File: src/rtl/lir_pkg.sv
package lir_pkg;
    localparam int ADDR_W   = 8;
    localparam int NSRC_DEF = 4;

    localparam logic [ADDR_W-1:0] A_GPU_STEER = 8'h0C;
    localparam logic [ADDR_W-1:0] A_PMU_SET   = 8'h10;
    localparam logic [ADDR_W-1:0] A_PMU_CLR   = 8'h14;
    localparam logic [ADDR_W-1:0] A_TIM_BASE  = 8'h40;
    localparam logic [ADDR_W-1:0] A_MBX_BASE  = 8'h50;
    localparam logic [ADDR_W-1:0] A_IRQP_BASE = 8'h60;
    localparam logic [ADDR_W-1:0] A_FIQP_BASE = 8'h70;

    localparam int STEER_W = 2;

    function automatic logic [ADDR_W-1:0] core_addr(logic [ADDR_W-1:0] base, int core);
        return base + ADDR_W'(4 * core);
    endfunction
endpackage

File: src/rtl/lir_regs.sv
module lir_regs
    import lir_pkg::*;
#(
    parameter int NCORE = 4,
    parameter int NSRC  = NSRC_DEF
) (
    input  logic                    clk,
    input  logic                    rst_n,
    input  logic                    we,
    input  logic [ADDR_W-1:0]       addr,
    input  logic [2*NSRC-1:0]       wdata,
    output logic [NCORE*2*NSRC-1:0] tim_ctl,
    output logic [NCORE*2*NSRC-1:0] mbx_ctl,
    output logic [2*STEER_W-1:0]    gpu_steer,
    output logic [NCORE-1:0]        pmu_en
);
    localparam int CW = 2 * NSRC;

    for (genvar c = 0; c < NCORE; c++) begin : g_core
        localparam logic [ADDR_W-1:0] A_TIM = core_addr(A_TIM_BASE, c);
        localparam logic [ADDR_W-1:0] A_MBX = core_addr(A_MBX_BASE, c);

        always_ff @(posedge clk or negedge rst_n) begin
            if (!rst_n) begin
                tim_ctl[c*CW +: CW] <= '0;
                mbx_ctl[c*CW +: CW] <= '0;
            end else if (we) begin
                if (addr == A_TIM) tim_ctl[c*CW +: CW] <= wdata;
                if (addr == A_MBX) mbx_ctl[c*CW +: CW] <= wdata;
            end
        end
    end

    always_ff @(posedge clk or negedge rst_n) begin
        if (!rst_n) begin
            gpu_steer <= '0;
        end else if (we && addr == A_GPU_STEER) begin
            gpu_steer <= wdata[2*STEER_W-1:0];
        end
    end

    always_ff @(posedge clk or negedge rst_n) begin
        if (!rst_n) begin
            pmu_en <= '0;
        end else if (we && addr == A_PMU_SET) begin
            pmu_en <= pmu_en | wdata[NCORE-1:0];
        end else if (we && addr == A_PMU_CLR) begin
            pmu_en <= pmu_en & ~wdata[NCORE-1:0];
        end
    end
endmodule

File: src/rtl/lir_core_route.sv
module lir_core_route #(
    parameter int NSRC = 4
) (
    input  logic [2*NSRC-1:0] tim_ctl,
    input  logic [2*NSRC-1:0] mbx_ctl,
    input  logic [NSRC-1:0]   tim_lvl,
    input  logic [NSRC-1:0]   mbx_lvl,
    input  logic              gpu_to_irq,
    input  logic              gpu_to_fiq,
    input  logic              pmu_hit,
    output logic [2*NSRC+1:0] irq_pend,
    output logic [2*NSRC+1:0] fiq_pend,
    output logic              irq,
    output logic              fiq
);
    logic [NSRC-1:0] tim_fiq, tim_irq, mbx_fiq, mbx_irq;

    always_comb begin
        tim_fiq = tim_lvl & tim_ctl[2*NSRC-1:NSRC];
        tim_irq = tim_lvl & tim_ctl[NSRC-1:0] & ~tim_ctl[2*NSRC-1:NSRC];
        mbx_fiq = mbx_lvl & mbx_ctl[2*NSRC-1:NSRC];
        mbx_irq = mbx_lvl & mbx_ctl[NSRC-1:0] & ~mbx_ctl[2*NSRC-1:NSRC];
        irq_pend = {pmu_hit, gpu_to_irq, mbx_irq, tim_irq};
        fiq_pend = {1'b0, gpu_to_fiq, mbx_fiq, tim_fiq};
        irq = |irq_pend;
        fiq = |fiq_pend;
    end
endmodule

File: src/rtl/lir_router.sv
module lir_router
    import lir_pkg::*;
#(
    parameter int NCORE  = 4,
    parameter int NSRC   = NSRC_DEF,
    parameter int DATA_W = 32
) (
    input  logic                  clk,
    input  logic                  rst_n,
    input  logic                  bus_we,
    input  logic [ADDR_W-1:0]     bus_addr,
    input  logic [DATA_W-1:0]     bus_wdata,
    output logic [DATA_W-1:0]     bus_rdata,
    input  logic [NCORE*NSRC-1:0] timer_lvl,
    input  logic [NCORE*NSRC-1:0] mbox_lvl,
    input  logic                  gpu_lvl,
    input  logic                  pmu_lvl,
    output logic [NCORE-1:0]      core_irq,
    output logic [NCORE-1:0]      core_fiq
);
    localparam int CW = 2 * NSRC;
    localparam int PW = 2 * NSRC + 2;

    logic [NCORE*CW-1:0]      tim_ctl;
    logic [NCORE*CW-1:0]      mbx_ctl;
    logic [2*STEER_W-1:0]     gpu_steer;
    logic [NCORE-1:0]         pmu_en;
    logic [NCORE*PW-1:0]      irq_pend_all;
    logic [NCORE*PW-1:0]      fiq_pend_all;
    logic [DATA_W-1:CW]       unused_wdata;

    assign unused_wdata = bus_wdata[DATA_W-1:CW];

    lir_regs #(.NCORE(NCORE), .NSRC(NSRC)) u_regs (
        .clk       (clk),
        .rst_n     (rst_n),
        .we        (bus_we),
        .addr      (bus_addr),
        .wdata     (bus_wdata[CW-1:0]),
        .tim_ctl   (tim_ctl),
        .mbx_ctl   (mbx_ctl),
        .gpu_steer (gpu_steer),
        .pmu_en    (pmu_en)
    );

    for (genvar c = 0; c < NCORE; c++) begin : g_route
        logic gpu_i, gpu_f;
        assign gpu_i = gpu_lvl && (gpu_steer[STEER_W-1:0] == STEER_W'(c));
        assign gpu_f = gpu_lvl && (gpu_steer[2*STEER_W-1:STEER_W] == STEER_W'(c));

        lir_core_route #(.NSRC(NSRC)) u_core (
            .tim_ctl    (tim_ctl[c*CW +: CW]),
            .mbx_ctl    (mbx_ctl[c*CW +: CW]),
            .tim_lvl    (timer_lvl[c*NSRC +: NSRC]),
            .mbx_lvl    (mbox_lvl[c*NSRC +: NSRC]),
            .gpu_to_irq (gpu_i),
            .gpu_to_fiq (gpu_f),
            .pmu_hit    (pmu_lvl & pmu_en[c]),
            .irq_pend   (irq_pend_all[c*PW +: PW]),
            .fiq_pend   (fiq_pend_all[c*PW +: PW]),
            .irq        (core_irq[c]),
            .fiq        (core_fiq[c])
        );
    end

    always_comb begin
        bus_rdata = '0;
        if (bus_addr == A_GPU_STEER) begin
            bus_rdata[2*STEER_W-1:0] = gpu_steer;
        end
        if (bus_addr == A_PMU_SET || bus_addr == A_PMU_CLR) begin
            bus_rdata[NCORE-1:0] = pmu_en;
        end
        for (int c = 0; c < NCORE; c++) begin
            if (bus_addr == core_addr(A_TIM_BASE, c))  bus_rdata[CW-1:0] = tim_ctl[c*CW +: CW];
            if (bus_addr == core_addr(A_MBX_BASE, c))  bus_rdata[CW-1:0] = mbx_ctl[c*CW +: CW];
            if (bus_addr == core_addr(A_IRQP_BASE, c)) bus_rdata[PW-1:0] = irq_pend_all[c*PW +: PW];
            if (bus_addr == core_addr(A_FIQP_BASE, c)) bus_rdata[PW-1:0] = fiq_pend_all[c*PW +: PW];
        end
    end
endmodule

File: config.mk
export PLATFORM = sky130hd
export DESIGN_NAME = lir_router
export DESIGN_NICKNAME = d
export VERILOG_FILES = /design/src/rtl/lir_pkg.sv /design/src/rtl/lir_regs.sv /design/src/rtl/lir_core_route.sv /design/src/rtl/lir_router.sv
export SDC_FILE = /design/constraint.sdc
export NUM_CORES = 1
export LEC_CHECK = 0
export BUFFER_PORTS_ARGS = -buffer_cell sky130_fd_sc_hd__clkbuf_2
export CAP_MARGIN = 20
export CORE_AREA = 2 2 112 104
export DETAILED_ROUTE_END_ITERATION = 10
export DIE_AREA = 0 0 114 106
export PLACE_DENSITY_LB_ADDON = 0.12
export SLEW_MARGIN = 5
export SYNTH_ARGS = -nofsm -noshare
export SYNTH_HDL_FRONTEND = slang
export SYNTH_SLANG_ARGS = --single-unit
export TNS_END_PERCENT = 5
File: constraint.sdc
create_clock -name clk -period 2.66 [get_ports clk]
set_input_delay 0.133 -clock clk [delete_from_list [all_inputs] [get_ports clk]]
set_output_delay 0.133 -clock clk [all_outputs]
set_load 0.005 [all_outputs]
==> results.ini <==
[critical_path]
critPathKind = in2out
endpoint_kind = output port
crit_path_start = bus_addr[3]
required_ps = 2530
cp_max_fo = 9
reg2reg_from = u_regs.gpu_steer[2]$_DFFE_PN0P_
r2r_cells = 1
cp-start-kind = primary input
worst-endpoint-arrival_ps = 2290

[clock_network]
clock-sinks = 72
path_clk_slew_ps = 60
clkLatencyLatePin_ps = 350
clockRootBuffer = clkbuf_16
cts_buffer_depth = 2
cts_tree = done
numCtsBuffers = 9
h-tree-depth = 3
cts-resized-gates = 0

[power_and_ir_drop]
p_leak_nw = 2.74
peakVddDrop_v = 0.000506
power_density_nw_per_um2 = 476

[place]
dpl.hpwl_um = 16000
io_buffers = 70
gp_congestion = 1.03

[min_path]
hold_depth = 3
holdCritStartpoint = bus_wdata[2]
hold_path.class = in2reg

[timing]
fin_crit_ps = 2420
slew_violations = 0
worstMarginPinSlew_ps = 929
fmaxAchievable_mhz = 413
period_share = 0.910
rsz0062_at_grt = false
finalHoldViolCount = 0
slew_headroom = 0.381
fin_tns_setup_ps = 0
holdWs_ps = 290
finalSetupViolations = 0
finalClockSkew_ps = 0

[run]
drv_cap = 0

[floorplan]
fp.dieW_um = 114
core_area_um2 = 11000
rows = 37
die_y_um = 106
fp.dieArea_um2 = 12100
initial_core_util = 0.485
io-pin-count = 117

[yosys]
yosysWarningCount = 0
syn_area_per_cell_um2 = 8.87
synth_edf_count = 0
ys_ff_latch = 72
synth_cell_types = 68
synth_flop_cell = dfrtp_1
seq_area_frac_synth = 0.337
postSynthCellCount = 602
synth_top_area_share = 0.337
yosys-top-cells-area = dfrtp_1 34%, mux2_2 15%, nand2_1 5.2%
synthArstFlopShare = 1.00
yosysTopAreaCell = dfrtp_1
syn_area_um2 = 5340

[cells_and_area]
multi_input_area_um2 = 3210
layout.nets = 753
antennaDiodeCount = 0
drive_above_1_share = 0.297
regArea_um2 = 1800
areaGrowthSynthToFinish_pct = 15.0
layout_common_cells = 74 x nand2_1, 72 x mux2_2, 72 x dfrtp_1
fillers = 1001
final_common_cell = nand2_1

[global_routing]
grt_overflow_total = 0
grt_pass1_wl_um = 31600
grt_max_degree = 73
antenna_found_initial = 0
track_usage = 0.359
grt_pass1_vias = 5087

[drt]
firstDrtPassIters = 6
drc = 0
drtAntennaViolNets = 0
vias_per_cell = 6.68
wl_per_cell_um = 26.3
wl_um = 21500
drtIter0Drc = 610
via_count = 5456

[outcome]
status = finished, final reports clean

-- cell type report --
| cell class | count | area share |
|---|---|---|
| clock buffers | 9 | 0.0367 |
| clock inverters | 7 | 0.0118 |
| inverters | 7 | 0.00428 |
| multi-input cells | 480 | 0.522 |
| flip-flops and latches | 72 | 0.293 |
| well taps | 136 | 0.0277 |
| repair buffers | 106 | 0.104 |
-- power by group --
part / internal [W] / switching [W] / leakage [nW]
logic: 0.000185 / 0.000291 / 1.60
registers: 0.00115 / 0.0000740 / 0.993
clock network: 0.000725 / 0.000500 / 0.141
-- cell families after synthesis --
kind of cell,Yosys count,synth area share
mux,75,0.157
simple gates,209,0.211
buf+inv,71,0.0764
flops,72,0.337
other cells,1,0.000702
compound gates,173,0.215
xor+xnor,1,0.00164
-- worst max-delay path, stage by stage --
cell and delay [ps]:
clkbuf_2 150, or3_1 520, or3_1 360, or2_0 250
a22oi_1 370, nor4_1 140, o22ai_1 220, clkbuf_2 150
-- metrics by stage --
step | setup slack, ps | cells | power [W] | util | area, µm²
finish | 240 | 817 | 0.00292 | 0.557 | 6140
global route | 140 | 817 | 0.00302 | 0.557 | 6140
CTS | 312 | 817 | 0.00293 | 0.557 | 6140
detailed placement | 316 | 800 | 0.00170 | 0.530 | 5830
global placement | 283 | 800 | 0.00169 | 0.530 | 5830
floorplan | 875 | 623 | 0.00150 | - | 5420
-- cells in the mapped netlist (12+ instances only) --
library cell	n
nand2_1	74
dfrtp_1	72
mux2_2	72
o21ai_0	44
a21oi_1	36
buf_4	30
nor2_1	30
a22oi_1	20
nand3_1	16
nand3b_1	16
buf_2	15
clkbuf_1	13
nand4_1	12
-- path summary, 6_finish.rpt --
kind	to	slack, ps
min in group asynchronous	u_regs.tim_ctl[3]$_DFFE_PN0P_	470
worst min register to register	u_regs.tim_ctl[19]$_DFFE_PN0P_	520
worst max register to register	u_regs.gpu_steer[2]$_DFFE_PN0P_	1720
worst max-delay path	bus_rdata[0]	240
max in group asynchronous	u_regs.mbx_ctl[22]$_DFFE_PN0P_	1600
worst min-delay path	flop	290
-- per-layer routing --
| layer | track usage | wire length (µm) | vias to the layer above |
|---|---|---|---|
| li1 | - | - | 2378 |
| met1 | 0.516 | 9290 | 2621 |
| met2 | 0.497 | 8820 | 391 |
| met3 | 0.0946 | 2430 | 66 |
| met4 | 0.169 | 938 | 0 |
| met5 | 0 | 0 | - |
-- sequential cells by signal, indices dropped and copies added, names as in the netlist, named ones only --
signal	cells
u_regs.mbx_ctl	32
u_regs.tim_ctl	32
u_regs.gpu_steer	4
-- timing repair --
action                    in CTS  in global routing
hold endpoints to repair      72                  0
buffers inserted               0                  0
hold buffers                   1                  0
Note: power is estimated with default switching activity, not from simulation.
